File: config.mk
export PLATFORM = sky130hd
export DESIGN_NAME = vec_ack_arb
export DESIGN_NICKNAME = d
export VERILOG_FILES = /design/src/rtl/vack_pkg.sv /design/src/rtl/vack_cand_mask.sv /design/src/rtl/vack_pick_tree.sv /design/src/rtl/vack_rsp_stage.sv /design/src/rtl/vec_ack_arb.sv
export SDC_FILE = /design/constraint.sdc
export NUM_CORES = 1
export LEC_CHECK = 0
export ABC_AREA = 1
export BUFFER_PORTS_ARGS = -buffer_cell sky130_fd_sc_hd__buf_2
export CAP_MARGIN = 20
export CORE_AREA = 2 2 191 193
export CTS_CLUSTER_SIZE = 12
export DETAILED_ROUTE_END_ITERATION = 16
export DIE_AREA = 0 0 193 195
export GPL_TIMING_DRIVEN = 0
export PLACE_DENSITY = 0.7
export SETUP_SLACK_MARGIN = 0.02
export SYNTH_ARGS = -nofsm -noshare
export SYNTH_HDL_FRONTEND = slang
export SYNTH_SLANG_ARGS = --single-unit
File: constraint.sdc
create_clock -name clk -period 19.6 [get_ports clk]
set_input_delay 2.94 -clock clk [delete_from_list [all_inputs] [get_ports clk]]
set_output_delay 2.94 -clock clk [all_outputs]
set_load 0.03 [all_outputs]
File: src/rtl/vack_pkg.sv
package vack_pkg;
  parameter int unsigned VACK_NSRC    = 64;
  parameter int unsigned VACK_PRIO_W  = 4;
  parameter int unsigned VACK_WORD_W  = 32;
  parameter int unsigned VACK_IDX_LSB = 16;

  typedef enum logic [1:0] {
    KIND_IDLE = 2'd0,
    KIND_NRM  = 2'd1,
    KIND_FST  = 2'd2
  } ack_kind_e;
endpackage

File: src/rtl/vack_cand_mask.sv
module vack_cand_mask #(
  parameter int unsigned NSRC = vack_pkg::VACK_NSRC
) (
  input  logic [NSRC-1:0] pend,
  input  logic [NSRC-1:0] en,
  input  logic [NSRC-1:0] fast,
  output logic [NSRC-1:0] nrm_cand,
  output logic [NSRC-1:0] fst_cand
);
  logic [NSRC-1:0] live;

  assign live = pend & en;

  // Per-source class split; each bit is independent.
  for (genvar s = 0; s < NSRC; s++) begin : g_src
    assign nrm_cand[s] = live[s] & ~fast[s];
    assign fst_cand[s] = live[s] &  fast[s];
  end
endmodule

File: src/rtl/vack_pick_tree.sv
// Binary reduction tree over NSRC leaves (NSRC a power of two).
// Heap layout: node n has children 2n+1 (lower indices) and 2n+2.
// PRIO_MODE=1: larger priority wins, ties to the upper (higher index) side.
// PRIO_MODE=0: the lowest-index valid leaf wins.
module vack_pick_tree #(
  parameter int unsigned NSRC      = vack_pkg::VACK_NSRC,
  parameter int unsigned PRIO_W    = vack_pkg::VACK_PRIO_W,
  parameter bit          PRIO_MODE = 1'b1,
  localparam int unsigned IDX_W    = $clog2(NSRC),
  localparam int unsigned NODES    = 2 * NSRC - 1
) (
  input  logic [NSRC-1:0]        cand,
  input  logic [NSRC*PRIO_W-1:0] prio,
  output logic                   found,
  output logic [IDX_W-1:0]       idx,
  output logic [PRIO_W-1:0]      pr
);
  logic              nv [NODES];
  logic [PRIO_W-1:0] np [NODES];
  logic [IDX_W-1:0]  ni [NODES];

  for (genvar i = 0; i < NSRC; i++) begin : g_leaf
    assign nv[NSRC-1+i] = cand[i];
    assign np[NSRC-1+i] = prio[i*PRIO_W +: PRIO_W];
    assign ni[NSRC-1+i] = IDX_W'(i);
  end

  for (genvar n = 0; n < NSRC - 1; n++) begin : g_node
    localparam int unsigned LO = 2 * n + 1;
    localparam int unsigned HI = 2 * n + 2;
    logic take_hi;
    if (PRIO_MODE) begin : g_prio
      assign take_hi = nv[HI] && (!nv[LO] || (np[HI] >= np[LO]));
    end else begin : g_lowest
      assign take_hi = !nv[LO];
    end
    assign nv[n] = nv[LO] | nv[HI];
    assign np[n] = take_hi ? np[HI] : np[LO];
    assign ni[n] = take_hi ? ni[HI] : ni[LO];
  end

  assign found = nv[0];
  assign idx   = ni[0];
  assign pr    = np[0];
endmodule

File: src/rtl/vack_rsp_stage.sv
module vack_rsp_stage #(
  parameter int unsigned WORD_W = vack_pkg::VACK_WORD_W,
  parameter int unsigned IDX_W  = 6
) (
  input  logic              clk,
  input  logic              rst_n,
  input  logic              acc,
  input  logic [WORD_W-1:0] word_in,
  input  logic              hit,
  input  logic [IDX_W-1:0]  hit_idx,
  input  logic              rsp_ready,
  output logic              rsp_valid,
  output logic [WORD_W-1:0] rsp_word,
  output logic              clr_pulse,
  output logic [IDX_W-1:0]  clr_idx
);
  always_ff @(posedge clk) begin
    if (!rst_n) begin
      rsp_valid <= 1'b0;
      rsp_word  <= '0;
      clr_pulse <= 1'b0;
      clr_idx   <= '0;
    end else begin
      clr_pulse <= acc & hit;
      if (acc) begin
        rsp_valid <= 1'b1;
        rsp_word  <= word_in;
      end else if (rsp_valid && rsp_ready) begin
        rsp_valid <= 1'b0;
      end
      if (acc && hit) begin
        clr_idx <= hit_idx;
      end
    end
  end
endmodule

File: src/rtl/vec_ack_arb.sv
module vec_ack_arb #(
  parameter int unsigned NSRC    = vack_pkg::VACK_NSRC,
  parameter int unsigned PRIO_W  = vack_pkg::VACK_PRIO_W,
  parameter int unsigned WORD_W  = vack_pkg::VACK_WORD_W,
  parameter int unsigned IDX_LSB = vack_pkg::VACK_IDX_LSB,
  localparam int unsigned IDX_W  = $clog2(NSRC)
) (
  input  logic                   clk,
  input  logic                   rst_n,
  input  logic [NSRC-1:0]        pend_vec,
  input  logic [NSRC-1:0]        en_vec,
  input  logic [NSRC-1:0]        fast_vec,
  input  logic [NSRC*PRIO_W-1:0] prio_vec,
  input  logic                   nrm_rd_valid,
  output logic                   nrm_rd_ready,
  input  logic                   fst_rd_valid,
  output logic                   fst_rd_ready,
  output logic                   rsp_valid,
  input  logic                   rsp_ready,
  output logic [WORD_W-1:0]      rsp_word,
  output logic                   clr_pulse,
  output logic [IDX_W-1:0]       clr_idx
);
  import vack_pkg::*;

  logic [NSRC-1:0]   nrm_cand, fst_cand;
  logic              n_found, f_found;
  logic [IDX_W-1:0]  n_idx, f_idx;
  logic [PRIO_W-1:0] n_pr, f_pr;

  vack_cand_mask #(.NSRC(NSRC)) u_mask (
    .pend     (pend_vec),
    .en       (en_vec),
    .fast     (fast_vec),
    .nrm_cand (nrm_cand),
    .fst_cand (fst_cand)
  );

  vack_pick_tree #(.NSRC(NSRC), .PRIO_W(PRIO_W), .PRIO_MODE(1'b1)) u_nrm_tree (
    .cand  (nrm_cand),
    .prio  (prio_vec),
    .found (n_found),
    .idx   (n_idx),
    .pr    (n_pr)
  );

  vack_pick_tree #(.NSRC(NSRC), .PRIO_W(PRIO_W), .PRIO_MODE(1'b0)) u_fst_tree (
    .cand  (fst_cand),
    .prio  (prio_vec),
    .found (f_found),
    .idx   (f_idx),
    .pr    (f_pr)
  );

  // Request side: one outstanding response; fast has precedence.
  ack_kind_e         kind;
  logic              acc;
  logic              win_found;
  logic [IDX_W-1:0]  win_idx;
  logic [PRIO_W-1:0] win_pr;
  logic [WORD_W-1:0] word_nxt;

  assign fst_rd_ready = ~rsp_valid;
  assign nrm_rd_ready = ~rsp_valid & ~fst_rd_valid;

  always_comb begin
    if (fst_rd_valid && fst_rd_ready)      kind = KIND_FST;
    else if (nrm_rd_valid && nrm_rd_ready) kind = KIND_NRM;
    else                                   kind = KIND_IDLE;
  end

  assign acc       = (kind != KIND_IDLE);
  assign win_found = (kind == KIND_FST) ? f_found : n_found;
  assign win_idx   = (kind == KIND_FST) ? f_idx   : n_idx;
  assign win_pr    = (kind == KIND_FST) ? f_pr    : n_pr;

  always_comb begin
    word_nxt = '0;
    if (!win_found) begin
      word_nxt = '1;
    end else if (kind == KIND_FST) begin
      word_nxt[IDX_W-1:0] = win_idx;
    end else begin
      word_nxt[IDX_LSB +: IDX_W] = win_idx;
      word_nxt[PRIO_W-1:0]       = win_pr;
    end
  end

  vack_rsp_stage #(.WORD_W(WORD_W), .IDX_W(IDX_W)) u_rsp (
    .clk       (clk),
    .rst_n     (rst_n),
    .acc       (acc),
    .word_in   (word_nxt),
    .hit       (win_found),
    .hit_idx   (win_idx),
    .rsp_ready (rsp_ready),
    .rsp_valid (rsp_valid),
    .rsp_word  (rsp_word),
    .clr_pulse (clr_pulse),
    .clr_idx   (clr_idx)
  );
endmodule

### Word level (Yosys, flattened, before mapping)

Index checks and enable logic that the tools add are counted.

| cells by class | value |
|---|---|
| equality and inequality tests | 1 |
| reductions and logical operators | 195 |
| muxes and demuxes | 201 |
| bitwise operators | 323 |
| order comparisons | 63 |

Operators by type and width:

| cell | number |
|---|---|
| 4-bit two-way mux | 72 |
| 4-bit greater-or-equal comparator | 63 |
| 1-bit bitwise AND | 130 |
| 1-bit bitwise OR | 126 |
| 1-bit two-way mux | 68 |
| 2-bit two-way mux | 34 |
| 1-bit logical AND | 67 |
| 1-bit NOT | 66 |
| 64-bit bitwise AND | 1 |
| 1-bit logical NOT | 63 |
| 1-bit logical OR | 63 |
| 3-bit two-way mux | 16 |
| 6-bit two-way mux | 6 |
| 5-bit two-way mux | 4 |
| 10-bit two-way mux | 1 |
| 2-bit nonzero test | 2 |
| 2-bit equality test (second input constant) | 1 |

| word-level totals | value |
|---|---|
| input port bits | 453 |
| output and inout port bits | 42 |
| word-level logic and storage cells | 787 |
| flip-flop bits (word level) | 40 |

### Longest topological paths before layout

| depth | value |
|---|---|
| depth after elaboration | 29 |
| mapped depth | 74 |
| depth with buffers taken out | 72 |

### Cells and area by module

A second synthesis with hierarchy kept.

| second synthesis, totals | value |
|---|---|
| cells, all modules | 3164 |
| area total of the unflattened synthesis | 16662.2 µm² |

Modules (own cells, without submodules):

| module | area each (µm²) | instances | cells each |
|---|---|---|---|
| vack_pick_tree (u_nrm_tree) | 10064.7 | 1 | 1776 |
| vack_pick_tree (u_fst_tree) | 3907.5 | 1 | 889 |
| vack_rsp_stage | 1411.4 | 1 | 184 |
| vack_cand_mask | 960.9 | 1 | 256 |
| vec_ack_arb | 317.8 | 1 | 59 |

### Least setup slack after synthesis

OpenSTA, ideal clock, no wires.

| timing | value |
|---|---|
| path kind | input to register |
| from | input prio_vec[252] |
| to | register u_rsp.rsp_word[20] |
| arrival time | 10442 ps |
| slack | 9102 ps |
| stages | 56 |
| data required time | 19544 ps |
| cells stage by stage | inv_1 -> ha_1 -> o21a_1 -> o21a_1 -> o21ai_0 -> a211o_1 -> inv_1 -> o21ai_0 -> ha_1 -> o21a_1 -> o21a_1 -> o21ai_0 -> nand3b_1 -> nand2_1 -> inv_1 -> o21ai_0 -> ha_1 -> inv_1 -> (+20 left out) -> a21oi_2 -> clkinv_1 -> nand3_1 -> nand2_1 -> ha_1 -> inv_1 -> a21boi_0 -> o21ai_0 -> nand2_1 -> a21oi_1 -> nand2_1 -> nand2_1 -> inv_1 -> nor2_1 -> inv_1 -> o21ai_1 -> o21ai_1 -> inv_1 |

| on the way | value |
|---|---|
| longest elaborated chain between the ends | 27 |
| elaborated cells on any way between the ends | 28 |

Ends and longest elaborated chain:

| item | RTL line | text |
|---|---|---|
| from (decl) | vec_ack_arb.sv:13 | `input logic [NSRC*PRIO_W-1:0] prio_vec,` |
| 4-bit greater-or-equal comparator | vack_pick_tree.sv:33 | `assign take_hi = nv[HI] && (!nv[LO] \|\| (np[HI] >= np[LO]));` |
| 1-bit logical OR | vack_pick_tree.sv:33 |  |
| 1-bit logical AND | vack_pick_tree.sv:33 |  |
| 4-bit two-way mux * | vack_pick_tree.sv:38 | `assign np[n] = take_hi ? np[HI] : np[LO];` |
| 4-bit greater-or-equal comparator | vack_pick_tree.sv:33 |  |
| 1-bit logical OR | vack_pick_tree.sv:33 |  |
| 1-bit logical AND | vack_pick_tree.sv:33 |  |
| 4-bit two-way mux * | vack_pick_tree.sv:38 |  |
| (+11 left out) | -- |  |
| 4-bit two-way mux | vack_pick_tree.sv:38 |  |
| 4-bit greater-or-equal comparator | vack_pick_tree.sv:33 |  |
| 1-bit logical OR | vack_pick_tree.sv:33 |  |
| 1-bit logical AND | vack_pick_tree.sv:33 |  |
| 6-bit two-way mux * | vack_pick_tree.sv:39 | `assign ni[n] = take_hi ? ni[HI] : ni[LO];` |
| 6-bit two-way mux * | vec_ack_arb.sv:74 | `assign win_idx = (kind == KIND_FST) ? f_idx : n_idx;` |
| 6-bit two-way mux * | vec_ack_arb.sv:81 | `end else if (kind == KIND_FST) begin` |
| 6-bit two-way mux * | vec_ack_arb.sv:79 | `if (!win_found) begin` |
| to (signal assigned) | vack_rsp_stage.sv:27 | `rsp_word <= word_in;` |
| to (decl) | vack_rsp_stage.sv:13 | `output logic [WORD_W-1:0] rsp_word,` |

Mark *: on every way between the ends. The rest lies on a longest branch, timed or not.
A chain may end at the register's enable or synchronous reset.

### Worst setup path in the final report

| timing | value |
|---|---|
| from | input prio_vec[240] |
| to | register u_rsp.clr_idx[4] |

| on the way | value |
|---|---|
| longest elaborated chain between the ends | 25 |
| elaborated cells on any way between the ends | 26 |

Ends and longest elaborated chain:

| item | RTL line | text |
|---|---|---|
| 4-bit greater-or-equal comparator | vack_pick_tree.sv:33 |  |
| 1-bit logical OR | vack_pick_tree.sv:33 |  |
| 1-bit logical AND | vack_pick_tree.sv:33 |  |
| 4-bit two-way mux * | vack_pick_tree.sv:38 |  |
| 4-bit greater-or-equal comparator | vack_pick_tree.sv:33 |  |
| 1-bit logical OR | vack_pick_tree.sv:33 |  |
| 1-bit logical AND | vack_pick_tree.sv:33 |  |
| 4-bit two-way mux * | vack_pick_tree.sv:38 |  |
| (+9 left out) | -- |  |
| 1-bit logical OR | vack_pick_tree.sv:33 |  |
| 1-bit logical AND | vack_pick_tree.sv:33 |  |
| 4-bit two-way mux | vack_pick_tree.sv:38 |  |
| 4-bit greater-or-equal comparator | vack_pick_tree.sv:33 |  |
| 1-bit logical OR | vack_pick_tree.sv:33 |  |
| 1-bit logical AND | vack_pick_tree.sv:33 |  |
| 6-bit two-way mux * | vack_pick_tree.sv:39 |  |
| 6-bit two-way mux * | vec_ack_arb.sv:74 |  |
| to (signal assigned) | vack_rsp_stage.sv:32 | `clr_idx <= hit_idx;` |
| to (decl) | vack_rsp_stage.sv:15 | `output logic [IDX_W-1:0] clr_idx` |

Marked as above.

==> summary.txt <==
outcome - finished clean
area growth from synthesis to layout - 25.48%
Placed Area - 15350 sq um
WP buf/inv - 11
Cells after Synth - 2164
min setup slack post-route - 7.361 ns
H-tree depth - 1
die width - 193 um
Worst path top cell family by delay - compound AO/OA/AOI/OAI gates
Period minus WS final - 12.24 ns
share of cells above drive strength 1 - 23.59%
DIE AREA - 37640 sq um
hold violation count in the final report - 0
Yosys reg bits - 21
Max Freq - 0.08171 GHz
Crit path arrival time - 12.44 ns
largest buffer count on any clock path - 2
top_reg_cell synth - dfxtp_1
register area - 420.4 sq um
core area - 35400 sq um
Max Slew Vio Count - 0
Async SR Flop Fraction - 0%
final net count - 3349
root buffer cell - clkbuf_16
slowest cell on the critical path - a21oi_2
Util after Layout - 43.62%
fill count - 3849
max_slew headroom - 9.753%
Initial Util - 34.76%
PD cells - 53.72 nW/um^2
TritonCTS buffer count - 3
crit path launch type - input pin
clock-pin slew on the worst setup and hold paths - 0.05 ns
Routed Antenna Nets - 0
CTS resizes - 0
final worst path period share - 62.44%
Unique masters post-synth - 51
Final TNS setup - 0 ns
first-pass GRT wire length - 70.61 mm
final setup vio count - 0
largest net degree at the start of global routing - 22
initial antenna violation count - 5
Post-synth EDFFs - 0
Post-Synthesis Cell Area - 12310 sq um
sequential area share after synthesis - 3.416%
footprint of the multi-input gates - 10330 sq um
CP Data Required Time - 19.80 ns
GRT overflow - 0
Post-Syn Nets - 2850
via count - 15930
Place WS - 7.179 ns
I/O Buffers - 494
number of setup buffers added after CTS - 0
crit path kind - input pin to register
CTS tree - yes
RSZ-0062 raised after global routing - no
wirelength, routed - 45.55 mm
Die Ht - 195 um
GP Congestion - 0.9599
yosys warns - 0
Syn Area/Cell - 5.686 sq um
nature of the critical path endpoint - register
CP Max Fanout - 10
post-route cell area - 15440 sq um
total iterations of the first detailed-routing run - 5
Crit path top cell by count - nand2_1
clk_lat worst skew - 0.25 ns
initial drt markers - 852
row count - 69
CTS Hold Buffers Added - 0
CTS sink count - 21
# DRC - 0
Max Cap Viol - 0
HPWL after DPL - 41.59 mm
GRT Util Overall - 22.83%
I/O pin count - 495
Hold Path Class - register to register
Min Hold Slack - 0.5182 ns
WL per Instance - 14.57 um
worst slew pin tran - 1.341 ns
vias in the first global route - 15020
DR vias/cell - 5.096
Critical Path Max Stage Delay - 0.43 ns
Clock Skew - 0.004194 ns
maximum vdd drop - 38.16 uV
P_leak - 9.076 nW
## area by class of cell
class / count / area share [%]
clock buffer: 4 / 0.5105
timing repair buffer: 494 / 16.01
sequential: 21 / 2.723
tap: 461 / 3.736
inverter: 353 / 8.581
buffer: 34 / 1.467
antenna: 3 / 0.04862
multi-input combinational: 1756 / 66.92
## flip-flops by register name (all words and copies together), names as in the netlist
| signal | count |
|---|---|
| u_rsp.rsp_word | 13 |
| u_rsp.clr_pulse | 1 |
| u_rsp.clr_idx | 6 |
| u_rsp.rsp_valid | 1 |
## stage by stage
| step | std cells | power, W |
|---|---|---|
| floorplan | 2164 | 0.0005542 |
| global placement | 3119 | 0.0007597 |
| detailed placement | 3119 | 0.0007796 |
| CTS | 3123 | 0.0008258 |
| global route | 3126 | 0.0009290 |
| finish | 3126 | 0.0008296 |
## kinds of logic (layout without fill, tap and decap cells)
group	Yosys count	in the layout	share of synthesized area, %
other	0	3	0
AOI/OAI and AO/OA	471	471	21.52
and+or+nand+nor	1051	1051	38.68
DFF	21	21	3.416
buffers and inverters	387	885	12.61
muxes	1	1	0.09150
adders and majority gates	233	233	23.69
## path summary, 6_finish.rpt
| kind | end | cells after the start | slack [ns] | start |
|---|---|---|---|---|
| hold reg to reg | u_rsp.rsp_word[4]$_SDFFE_PN0P_ | 2 | 0.52 | u_rsp.rsp_word[4]$_SDFFE_PN0P_ |
| hold / removal | u_rsp.rsp_word[4]$_SDFFE_PN0P_ | 2 | 0.52 | u_rsp.rsp_word[4]$_SDFFE_PN0P_ |
| setup reg to reg | u_rsp.clr_idx[2]$_SDFFE_PN0P_ | 10 | 16.77 | u_rsp.rsp_valid$_SDFFE_PN0P_ |
| setup / recovery | u_rsp.clr_idx[4]$_SDFFE_PN0P_ | 56 | 7.36 | prio_vec[240] |
## metal layers
layer,GRT usage [%],share of wire [%],vias up,wire [um]
li1,-,-,8274,-
met1,29.87,45,7059,20590
met2,39.07,46,516,20840
met3,2.157,5.7,78,2617
met4,7.464,3.2,4,1474
met5,0,0.059,-,27
## where the power goes
| group | total (W) | switching (W) | internal [W] |
|---|---|---|---|
| Sequential | 0.0000643 | 0.00000766 | 0.0000567 |
| Combinational | 0.000722 | 0.000465 | 0.000257 |
| Clock | 0.0000432 | 0.0000155 | 0.0000277 |
## tightest hold or removal path, delay by kind of cell (launching register included)
family | cells | cell delay, ns
flops | 1 | 0.34
buf+inv | 1 | 0.05
compound gates | 1 | 0.10
## synth_stat cells, types with 12 or more instances
cell      number  area share (%)
nor2_1       199             6.1
nand3_1      185             7.5
a21oi_1      123             5.0
buf_4         22             1.3
nand4_1       61             3.1
o21ai_1       31             1.3
ha_1         233              24
dfxtp_1       21             3.4
o21a_1        18             1.1
o21bai_1      18             1.1
o211ai_1      19             1.2
nand2_2       51             2.6
inv_1        338              10
nand3b_1      12            0.73
nand2_4       12             1.1
nand2_1      490              15
o21ai_0      207             8.4
## placed cells by master, fill, tap and decap left out, types with 4 or more instances in the layout
cell,n
a21boi_0,4
a21oi_1,123
a31oi_1,7
and2_1,7
buf_2,498
buf_4,22
clkbuf_1,7
clkinv_1,5
dfxtp_1,21
ha_1,233
inv_1,338
inv_2,10
nand2_1,490
nand2_2,51
nand2_4,12
nand3_1,185
nand3_2,4
nand3b_1,12
nand4_1,61
nor2_1,199
nor2_2,7
nor3_1,10
o2111ai_1,7
o211ai_1,19
o21a_1,18
o21ai_0,207
o21ai_1,31
o21ai_2,7
o21bai_1,18
o22ai_1,10
No activity file was read; power rests on OpenSTA's default activity.
